[src/rtl/fsp_pkg.sv]
package fsp_pkg;
  localparam int unsigned BYTE_W  = 8;
  localparam int unsigned DONE_B  = 7;
  localparam int unsigned TOG_B   = 6;
  localparam int unsigned ERR_B   = 5;

  typedef enum logic [2:0] {
    PH_DP_POLL,
    PH_DP_RC,
    PH_TG_REF,
    PH_TG_POLL,
    PH_TG_RC1,
    PH_TG_RC2,
    PH_VFY
  } phase_t;

  typedef enum logic [2:0] {
    V_CONT,
    V_STEP,
    V_DONE,
    V_FAIL,
    V_VFAIL
  } verdict_t;
endpackage

[src/rtl/fsp_judge.sv]
module fsp_judge
  import fsp_pkg::*;
(
  input  phase_t            phase,
  input  logic [BYTE_W-1:0] rdat,
  input  logic [BYTE_W-1:0] want,
  input  logic              prev_tog,
  input  logic              vfy_en,
  output verdict_t          verdict,
  output phase_t            nxt
);
  logic match7, err5, same6, ok;

  assign match7 = (rdat[DONE_B] == want[DONE_B]);
  assign err5   = rdat[ERR_B];
  assign same6  = (rdat[TOG_B] == prev_tog);

  always_comb begin
    nxt     = phase;
    verdict = V_CONT;
    ok      = 1'b0;
    case (phase)
      PH_DP_POLL: begin
        if (match7)    ok = 1'b1;
        else if (err5) begin verdict = V_STEP; nxt = PH_DP_RC; end
        else           verdict = V_CONT;
      end
      PH_DP_RC: begin
        if (match7) ok = 1'b1;
        else        verdict = V_FAIL;
      end
      PH_TG_REF: begin
        verdict = V_CONT;
        nxt     = PH_TG_POLL;
      end
      PH_TG_POLL: begin
        if (err5)       begin verdict = V_STEP; nxt = PH_TG_RC1; end
        else if (same6) ok = 1'b1;
        else            verdict = V_CONT;
      end
      PH_TG_RC1: begin
        verdict = V_STEP;
        nxt     = PH_TG_RC2;
      end
      PH_TG_RC2: begin
        if (same6) ok = 1'b1;
        else       verdict = V_FAIL;
      end
      PH_VFY: begin
        verdict = (rdat == want) ? V_DONE : V_VFAIL;
      end
      default: verdict = V_FAIL;
    endcase
    if (ok) begin
      if (vfy_en && phase != PH_VFY) begin
        verdict = V_STEP;
        nxt     = PH_VFY;
      end else begin
        verdict = V_DONE;
      end
    end
  end
endmodule

[src/rtl/fsp_read_port.sv]
module fsp_read_port (
  input  logic clk,
  input  logic rst_n,
  input  logic busy_nxt,
  input  logic rd_ack,
  output logic rd_req
);
  logic req_d;

  always_comb begin
    req_d = busy_nxt && !(rd_req && rd_ack);
  end

  always_ff @(posedge clk or negedge rst_n) begin
    if (!rst_n) rd_req <= 1'b0;
    else        rd_req <= req_d;
  end

  // request held until acknowledged
  a_r2_req_held: assert property (@(posedge clk) disable iff (!rst_n)
    rd_req && !rd_ack |=> rd_req);
  // one idle cycle after every acknowledge
  a_r2_req_gap: assert property (@(posedge clk) disable iff (!rst_n)
    rd_req && rd_ack |=> !rd_req);
endmodule

[src/rtl/fsp_poll_budget.sv]
module fsp_poll_budget #(
  parameter int unsigned CW = 16
) (
  input  logic          clk,
  input  logic          rst_n,
  input  logic          clr,
  input  logic          tick,
  input  logic [CW-1:0] limit,
  output logic          last
);
  logic [CW-1:0] cnt_q, cnt_d;
  logic [CW:0]   this_read;
  logic          cnt_en;

  assign this_read = {1'b0, cnt_q} + {{CW{1'b0}}, 1'b1};
  assign last      = (this_read >= {1'b0, limit});
  assign cnt_en    = clr || (tick && cnt_q != {CW{1'b1}});

  always_comb begin
    cnt_d = clr ? '0 : this_read[CW-1:0];
  end

  always_ff @(posedge clk or negedge rst_n) begin
    if (!rst_n)      cnt_q <= '0;
    else if (cnt_en) cnt_q <= cnt_d;
  end

  // counter restarts from zero on every accepted start
  a_r9_clear: assert property (@(posedge clk) disable iff (!rst_n)
    clr |=> cnt_q == '0);
endmodule

[src/rtl/flash_status_poller.sv]
module flash_status_poller
  import fsp_pkg::*;
#(
  parameter int unsigned AW = 16,
  parameter int unsigned CW = 16
) (
  input  logic              clk,
  input  logic              rst_n,
  input  logic              start,
  input  logic [AW-1:0]     start_addr,
  input  logic [BYTE_W-1:0] start_byte,
  input  logic              start_toggle,
  input  logic              start_verify,
  input  logic [CW-1:0]     poll_limit,
  output logic              rd_req,
  output logic [AW-1:0]     rd_addr,
  input  logic              rd_ack,
  input  logic [BYTE_W-1:0] rd_data,
  output logic              busy,
  output logic              pass,
  output logic              fail,
  output logic              vfy_err
);
  phase_t            phase_q, phase_d, jnxt;
  verdict_t          verd;
  logic              busy_d, pass_d, fail_d, vfy_d;
  logic [AW-1:0]     addr_q;
  logic [BYTE_W-1:0] want_q;
  logic              vfy_en_q, prev_q;
  logic [CW-1:0]     limit_q;
  logic              take, ack_v, poll_tick, last;

  assign take      = start && !busy;
  assign ack_v     = busy && rd_ack && rd_req;
  assign poll_tick = ack_v && (phase_q == PH_DP_POLL || phase_q == PH_TG_REF ||
                               phase_q == PH_TG_POLL);
  assign rd_addr   = addr_q;

  fsp_judge u_judge (
    .phase    (phase_q),
    .rdat     (rd_data),
    .want     (want_q),
    .prev_tog (prev_q),
    .vfy_en   (vfy_en_q),
    .verdict  (verd),
    .nxt      (jnxt)
  );

  fsp_poll_budget #(.CW(CW)) u_budget (
    .clk   (clk),
    .rst_n (rst_n),
    .clr   (take),
    .tick  (poll_tick),
    .limit (limit_q),
    .last  (last)
  );

  fsp_read_port u_port (
    .clk      (clk),
    .rst_n    (rst_n),
    .busy_nxt (busy_d),
    .rd_ack   (rd_ack),
    .rd_req   (rd_req)
  );

  always_comb begin
    busy_d  = busy;
    pass_d  = pass;
    fail_d  = fail;
    vfy_d   = vfy_err;
    phase_d = phase_q;
    if (take) begin
      busy_d  = 1'b1;
      pass_d  = 1'b0;
      fail_d  = 1'b0;
      vfy_d   = 1'b0;
      phase_d = start_toggle ? PH_TG_REF : PH_DP_POLL;
    end else if (ack_v) begin
      case (verd)
        V_CONT: begin
          if (last) begin busy_d = 1'b0; fail_d = 1'b1; end
          else      phase_d = jnxt;
        end
        V_STEP:  phase_d = jnxt;
        V_DONE:  begin busy_d = 1'b0; pass_d = 1'b1; end
        V_FAIL:  begin busy_d = 1'b0; fail_d = 1'b1; end
        default: begin busy_d = 1'b0; fail_d = 1'b1; vfy_d = 1'b1; end
      endcase
    end
  end

  always_ff @(posedge clk or negedge rst_n) begin
    if (!rst_n) begin
      busy    <= 1'b0;
      pass    <= 1'b0;
      fail    <= 1'b0;
      vfy_err <= 1'b0;
      phase_q <= PH_DP_POLL;
    end else begin
      busy    <= busy_d;
      pass    <= pass_d;
      fail    <= fail_d;
      vfy_err <= vfy_d;
      phase_q <= phase_d;
    end
  end

  always_ff @(posedge clk or negedge rst_n) begin
    if (!rst_n) begin
      addr_q   <= '0;
      want_q   <= '0;
      vfy_en_q <= 1'b0;
      limit_q  <= '0;
    end else if (take) begin
      addr_q   <= start_addr;
      want_q   <= start_byte;
      vfy_en_q <= start_verify;
      limit_q  <= poll_limit;
    end
  end

  always_ff @(posedge clk or negedge rst_n) begin
    if (!rst_n)     prev_q <= 1'b0;
    else if (ack_v) prev_q <= rd_data[TOG_B];
  end

  // flags exclusive and low while busy
  a_r10_excl: assert property (@(posedge clk) disable iff (!rst_n)
    !(pass && fail));
  a_r10_quiet_busy: assert property (@(posedge clk) disable iff (!rst_n)
    busy |-> !pass && !fail);
  // flags hold while idle without a start
  a_r10_hold: assert property (@(posedge clk) disable iff (!rst_n)
    !busy && !start |=> !busy && $stable(pass) && $stable(fail));
  // start while busy changes nothing without an acknowledge
  a_r11_ignore: assert property (@(posedge clk) disable iff (!rst_n)
    busy && !rd_ack |=> busy && $stable(rd_addr));
  // the single re-check read ends the data poll
  a_r5_single: assert property (@(posedge clk) disable iff (!rst_n)
    busy && rd_ack && rd_req && phase_q == PH_DP_RC |=> !busy || phase_q == PH_VFY);
  // expired budget forces fail
  a_r9_timeout: assert property (@(posedge clk) disable iff (!rst_n)
    ack_v && !take && verd == V_CONT && last |=> fail && !busy);
  // verify error only alongside fail
  a_r8_vfy_fail: assert property (@(posedge clk) disable iff (!rst_n)
    vfy_err |-> fail);
endmodule

[config.mk]
export PLATFORM = sky130hd
export DESIGN_NAME = flash_status_poller
export DESIGN_NICKNAME = d
export VERILOG_FILES = /design/src/rtl/fsp_pkg.sv /design/src/rtl/fsp_judge.sv /design/src/rtl/fsp_read_port.sv /design/src/rtl/fsp_poll_budget.sv /design/src/rtl/flash_status_poller.sv
export SDC_FILE = /design/constraint.sdc
export NUM_CORES = 1
export LEC_CHECK = 0
export ABC_CLOCK_PERIOD_IN_PS = 4800
export BUFFER_PORTS_ARGS = -buffer_cell sky130_fd_sc_hd__buf_4
export CAP_MARGIN = 20
export CORE_AREA = 2 2 107 88
export CTS_CLUSTER_SIZE = 24
export DETAILED_ROUTE_END_ITERATION = 8
export DIE_AREA = 0 0 109 90
export PLACE_DENSITY = 0.69
export SYNTH_ARGS = -nofsm -noshare
export SYNTH_HDL_FRONTEND = slang
export SYNTH_HIERARCHICAL = 1
export SYNTH_SLANG_ARGS = --single-unit
[constraint.sdc]
create_clock -name clk -period 4.8 [get_ports clk]
set_clock_uncertainty 0.05 [all_clocks]
set_input_delay 0.24 -clock clk [delete_from_list [all_inputs] [get_ports clk]]
set_output_delay 0.24 -clock clk [all_outputs]
set_load 0.005 [all_outputs]
==> results of run 1 <==
==> critical path: stages, from the launching register on <==
cell	delay [ns]
dfrtp_1	0.43
ha_1	0.23
and3_1	0.30
and2_1	0.61
nand3_1	0.17
xnor2_1	0.17
ha_1	0.29
nand3_1	0.07
a21boi_0	0.08
o31ai_1	0.25
o311ai_0	0.16
nor2b_1	0.19
or4_4	0.46
a221o_2	0.35
==> cells by family after synthesis <==
group | Yosys count
xor+xnor | 23
buf+inv | 41
simple gates | 101
fa+ha+maj | 18
flops | 66
mux | 54
compound gates | 51
==> area by class of cell <==
class / instances / area, um^2 / share of cell area [%]
repair buffers: 78 / 591 / 12.6
well taps: 115 / 144 / 3.07
flip-flops and latches: 66 / 1650 / 35.3
clock inverters: 7 / 76.3 / 1.63
inverters: 21 / 78.8 / 1.68
multi-input cells: 247 / 2010 / 43.0
clock buffers: 9 / 124 / 2.65
==> state kept, by name (all words and copies together) (netlist names), 3 cells and up <==
| register | flops |
|---|---|
| phase_q | 3 |
| rd_addr | 16 |
| want_q | 8 |
| limit_q | 16 |
| u_budget/cnt_q | 16 |
==> power by group through the flow <==
stage | Combinational [uW] | Sequential, uW | Clock (uW)
floorplan | 630 | 909 | 0
global placement | 897 | 943 | 0
detailed placement | 924 | 953 | 0
CTS | 933 | 943 | 493
global route | 1020 | 974 | 515
finish | 922 | 941 | 477
==> routing by layer <==
metal | vias to the layer above | track usage, % | share of wire (%) | routed length (um)
met5 | - | 0 | 0 | 0
met4 | 0 | 5.77 | 1.2 | 101
met3 | 9 | 4.71 | 5.4 | 442
met2 | 81 | 26.2 | 45 | 3690
met1 | 1381 | 24.4 | 48 | 3970
li1 | 1394 | - | - | -
==> cell usage after synthesis (all sizes together) (2+ instances only) <==
master / number
dfrtp: 66
mux2: 52
inv: 20
nor2: 18
ha: 17
a21oi: 16
nand2: 15
xnor2: 15
nor2b: 14
buf: 13
nand3: 12
nor3: 9
xor2: 8
clkbuf: 7
nand4: 7
a211oi: 6
o21ai: 6
and2: 4
and3: 4
and4: 4
o31ai: 4
or4: 4
a21boi: 3
nand2b: 3
nor4: 3
o311ai: 3
a2111oi: 2
a31oi: 2
mux2i: 2
o22a: 2
==> through the flow <==
step | hold slack, ns | area (um^2) | total power (uW) | std cells
global placement | 0.351 | 4460 | 1840 | 525
detailed placement | 0.351 | 4460 | 1880 | 525
global route | 0.0414 | 4680 | 2510 | 543
floorplan | -0.106 | 3870 | 1540 | 354
finish | 0.0629 | 4680 | 2340 | 543
CTS | 0.0424 | 4680 | 2370 | 543
==> path summary, 6_finish.rpt <==
kind / startpoint / endpoint / slack [ns]
min reg2reg: prev_q$_DFFE_PN0P_ / prev_q$_DFFE_PN0P_ / 0.45
min in group asynchronous: rst_n / rd_addr[0]$_DFFE_PN0P_ / 0.48
max reg2reg: u_budget/cnt_q[0]$_DFFE_PN0P_ / phase_q[1]$_DFFE_PN0P_ / 0.84
max in group asynchronous: rst_n / u_budget/cnt_q[14]$_DFFE_PN0P_ / 3.66
min: start_addr[11] / rd_addr[11]$_DFFE_PN0P_ / 0.06
max: u_budget/cnt_q[0]$_DFFE_PN0P_ / phase_q[1]$_DFFE_PN0P_ / 0.84
==> timing repair <==
action                    in CTS  in global routing
hold buffers                   2                  0
hold endpoints to repair      67                  0
buffers inserted               0                  0
==> reports/qor.csv, run 1 <==
metric,value,unit
timing.slew.headroom,44.4,%
dp_hpwl,5.85,mm
final_common_cell,buf_4,
finalSetupTns,0,ns
synthAdderAreaFrac,5.75,%
p_switching,804,uW
layout_common_cells,"buf_4, dfrtp_1, mux2_2, inv_1, nor2_1",
ys.flop_type,dfrtp_1,
area_growth,20.8,%
powerDensity,500,mW/mm^2
diodes,0,
timing.final.crit_share,82.5,%
avgSynthCellArea,10.9,um^2
fp.coreArea,0.00880,mm^2
maxCapViolCount,0,
start_util,44.0,%
final_util,53.1,%
drive_gt1_share,37.9,%
rows,31,
nets,494,
ant_nets,0,
power_frac_clock,20.4,%
setup_ws,0.839,ns
rsz0062_at_grt,false,
synth_fp_nets,425,
vias,2865,
grt_usage,17.5,%
p_int,1540,uW
wire_per_inst,15.1,um
hold_class,in2reg,
cts_sinks,66,
clockBufferDepth,2,
fmax,0.252,GHz
swShare,34.3,%
die_w,109,um
start_kind,flop,
r2r_cells,13,
min_path_cells,2,
cts.htree.levels,3,
cts_buffers,9,
synth_edf_count,0,
cts_repair_resize_count,0,
grt_overflow,0,
first_iter_violations,93,
post-place-ws,0.896,ns
slew_violations,0,
gp_congestion,0.833,
io_buffers,74,
ys_seq_area_share,42.6,%
antenna_found_initial,0,
fillers,773,
yosysTopAreaCell,dfrtp_1,
power.share.combinational,39.4,%
root_buffer,clkbuf_8,
worstPathArrival,4.14,ns
ys_ff_latch,66,
post-route-min-period,3.96,ns
clkLatencyLatePin,0.35,ns
grt_pass1_wl,13.5,mm
netlist.area_leader.share,42.6,%
drcViolationCount,0,
die_y,90,um
cts_tree,built,
crit_fanout,16,
vias_per_cell,5.28,
grt_pass1_vias,2776,
async_flop_share,100,%
p_leak,0.00210,uW
synth_cells,354,
first_pass_iters,4,
muxShareOfSynthArea,15.6,%
synth.distinct_cells,58,
worst_pin_slew,0.833,ns
dieArea,0.00981,mm^2
synth_area,0.00387,mm^2
ys_warn_count,6,
synth-simple-area-share,15.1,%
synth.area.top_cells,"dfrtp_1, mux2_2, ha_1",
detail_route.wirelength,8.20,mm
crit_type,reg2reg,
critPathRequiredTime,4.98,ns
finalSetupViolCount,0,
status,"finished, final reports clean",
hold_viol,0,
vdd_drop_max,0.285,mV
synth_top_family_by_area,multiplexers,
synth_compound_area_share,10.1,%
end_kind,flop,
ios,75,
path_clk_slew,0.09,ns
pwr-share-seq,40.2,%
grt_max_degree,67,
synth_xor_area_share,5.39,%
No activity file was read; power rests on OpenSTA's default activity.
==> run 2, diff against run 1 <==
Settings changed: ABC_CLOCK_PERIOD_IN_PS 4800 to 3300, PLACE_DENSITY 0.69 to 0.72.
Clock period 4.8 ns to 3.3 ns, I/O delays scaled along.
==> run 2 against run 1 <==
  * Sequential share of layout area shrank 3.5 points
  * Critical path type unchanged
  * Maximum frequency grew 25%
  * Highest routed layer unchanged
  * Critical path depth is the same
  * Register-to-register slack lost 0.71 ns
  * Cell count grew 9.8%
==> reports/qor.csv, run 2 (synthesized netlist as in run 1, its figures left out) <==
metric,value,unit,change
status,"finished, final reports clean",,
dp_hpwl,5.89,mm,+0.54%
final_util,59.1,%,+6.0 points
fin_cells,596,,+9.8%
p_int,2270,uW,+48%
drive_gt1_share,38.3,%,+0.40 points
finalSetupTns,0,ns,unchanged
path_clk_slew,0.08,ns,about the same
slew_violations,0,,unchanged
clkLatencyLatePin,0.34,ns,about the same
ant_nets,0,,unchanged
start_kind,flop,,
fmax,0.315,GHz,+25%
worst_pin_slew,0.848,ns,+0.0145 ns
whs,0.0124,ns,-0.0505 ns
path_cells,"ha_4, and3_4, and2_4, nand3_1, xnor2_1, ha_1, a21oi_2, nor2_1, o31ai_1, o311ai_1, nor2b_1, or4_4, a221o_2",,
startpoint,u_budget/cnt_q[1]$_DFFE_PN0P_,,
slowest_delay,0.44,ns,-0.17 ns
grt_usage,19.4,%,+1.9 points
dieArea,0.00981,mm^2,unchanged
multi_input_area,0.00205,mm^2,+1.7%
power.share.combinational,42.4,%,+3.0 points
diodes,0,,unchanged
regArea,0.00165,mm^2,about the same
min_from,poll_limit[9],,
hold_class,in2reg,,
dpl-instance-area,0.00453,mm^2,+1.5%
start_util,44.0,%,unchanged
first_pass_iters,4,,unchanged
timing.slew.headroom,43.5,%,-0.97 points
io_buffers,74,,unchanged
die_w,109,um,unchanged
crit_type,reg2reg,,
worstPathArrival,3.35,ns,-0.79 ns
crit_fanout,5,,-11
powerDensity,670,mW/mm^2,+34%
end_kind,flop,,
timing.rr.start,u_budget/cnt_q[1]$_DFFE_PN0P_,,
vias_per_cell,5.20,,-1.4%
hold_viol,0,,unchanged
fp.coreArea,0.00880,mm^2,unchanged
drcViolationCount,0,,unchanged
rsz0062_at_grt,true,,
critPathBufInv,0,,unchanged
detail_route.wirelength,9.13,mm,+11%
root_buffer,clkbuf_8,,
post-route-min-period,3.18,ns,-0.785 ns
antenna_found_initial,0,,unchanged
timing.final.crit_share,96.2,%,+14 points
nets,547,,+11%
vias,3101,,+8.2%
ios,75,,unchanged
grt_max_degree,78,,+16%
p_switching,1220,uW,+52%
swShare,35.0,%,+0.65 points
pwr-share-seq,39.5,%,-0.7 points
fillers,724,,-6.3%
power_frac_clock,18.1,%,-2.3 points
maxCapViolCount,0,,unchanged
die_y,90,um,unchanged
grt_pass1_wl,15.1,mm,+12%
rows,31,,unchanged
dp.cells,532,,+1.3%
final_common_cell,buf_4,,
gp_congestion,0.902,,+8.3%
area_growth,34.4,%,
cts_tree,built,,
grt_overflow,0,,unchanged
cp_slowest_cell,or4_4,,
wire_per_inst,15.3,um,+1.4%
vdd_drop_max,0.391,mV,+37%
p_leak,0.00234,uW,+11%
finalSetupViolCount,0,,unchanged
layout_common_cells,"buf_4, dfrtp_1, mux2_2, dlygate4sd3_1, inv_1",,
critPathTopFamily,simple AND/OR/NAND/NOR gates,,
critPathRequiredTime,3.48,ns,-1.50 ns
grt_pass1_vias,3117,,+12%
cts_sinks,66,,unchanged
first_iter_violations,91,,-2.2%
final_cell_area,0.00521,mm^2,+11%
cts_buffers,9,,unchanged
cts.htree.levels,3,,unchanged
clockBufferDepth,2,,unchanged
run 2: final cells by class:
type | instances | share of cell area [%]
clock inverter | 5 | 0.745
timing repair buffer | 131 | 21.2
clock buffer | 11 | 2.72
tap | 115 | 2.76
multi-input combinational | 247 | 39.3
inverter | 21 | 1.51
sequential | 66 | 31.7
run 2: path summary, 6_finish.rpt:
kind / end / cells past startpoint / slack, ns
hold / removal: limit_q[9]$_DFFE_PN0P_ / 2 / 0.01
min in group asynchronous: limit_q[6]$_DFFE_PN0P_ / 2 / 0.42
hold reg to reg: prev_q$_DFFE_PN0P_ / 2 / 0.46
max in group asynchronous: u_budget/cnt_q[11]$_DFFE_PN0P_ / 2 / 2.20
setup / recovery: phase_q[1]$_DFFE_PN0P_ / 13 / 0.12
setup reg to reg: phase_q[1]$_DFFE_PN0P_ / 13 / 0.12
run 2: power groups by stage:
stage	clock [uW]	sequential, uW	combinational (uW)
after floorplan	0	1320	917
after global placement	0	1360	1350
after detailed placement	0	1380	1390
after CTS	649	1370	1430
after global routing	691	1430	1630
final	632	1380	1480
run 2: metrics by stage:
step           setup WS, ns  total power [uW]
2_1_floorplan       0.00652              2240
3_3_place_gp         0.0323              2720
3_5_place_dp        -0.0780              2770
4_1_cts             0.00284              3450
5_1_grt             -0.0127              3750
6_report              0.125              3490
run 2: worst register-to-register path, stage by stage, from the launching register on:
cell and delay (ns):
dfrtp_1 0.43, ha_4 0.16, and3_4 0.21, and2_4 0.17
nand3_1 0.09, xnor2_1 0.14, ha_1 0.32, a21oi_2 0.13
nor2_1 0.05, o31ai_1 0.24, o311ai_1 0.13, nor2b_1 0.16
or4_4 0.44, a221o_2 0.34
run 2: routing by layer:
| metal | track usage [%] | wire, um |
|---|---|---|
| met5 | 0 | 0 |
| met4 | 6.52 | 165 |
| met3 | 4.93 | 437 |
| met2 | 29.1 | 4260 |
| met1 | 27.1 | 4270 |
run 2: repair_timing:
action | in CTS | in global routing
gates resized for setup | 3 | 10
pin swaps | 0 | 6
setup buffers | 0 | 7
hold buffers | 34 | 7
endpoints found under the hold margin | 99 | 7
endpoints found under the setup margin | 3 | 5
gates cloned | 0 | 0
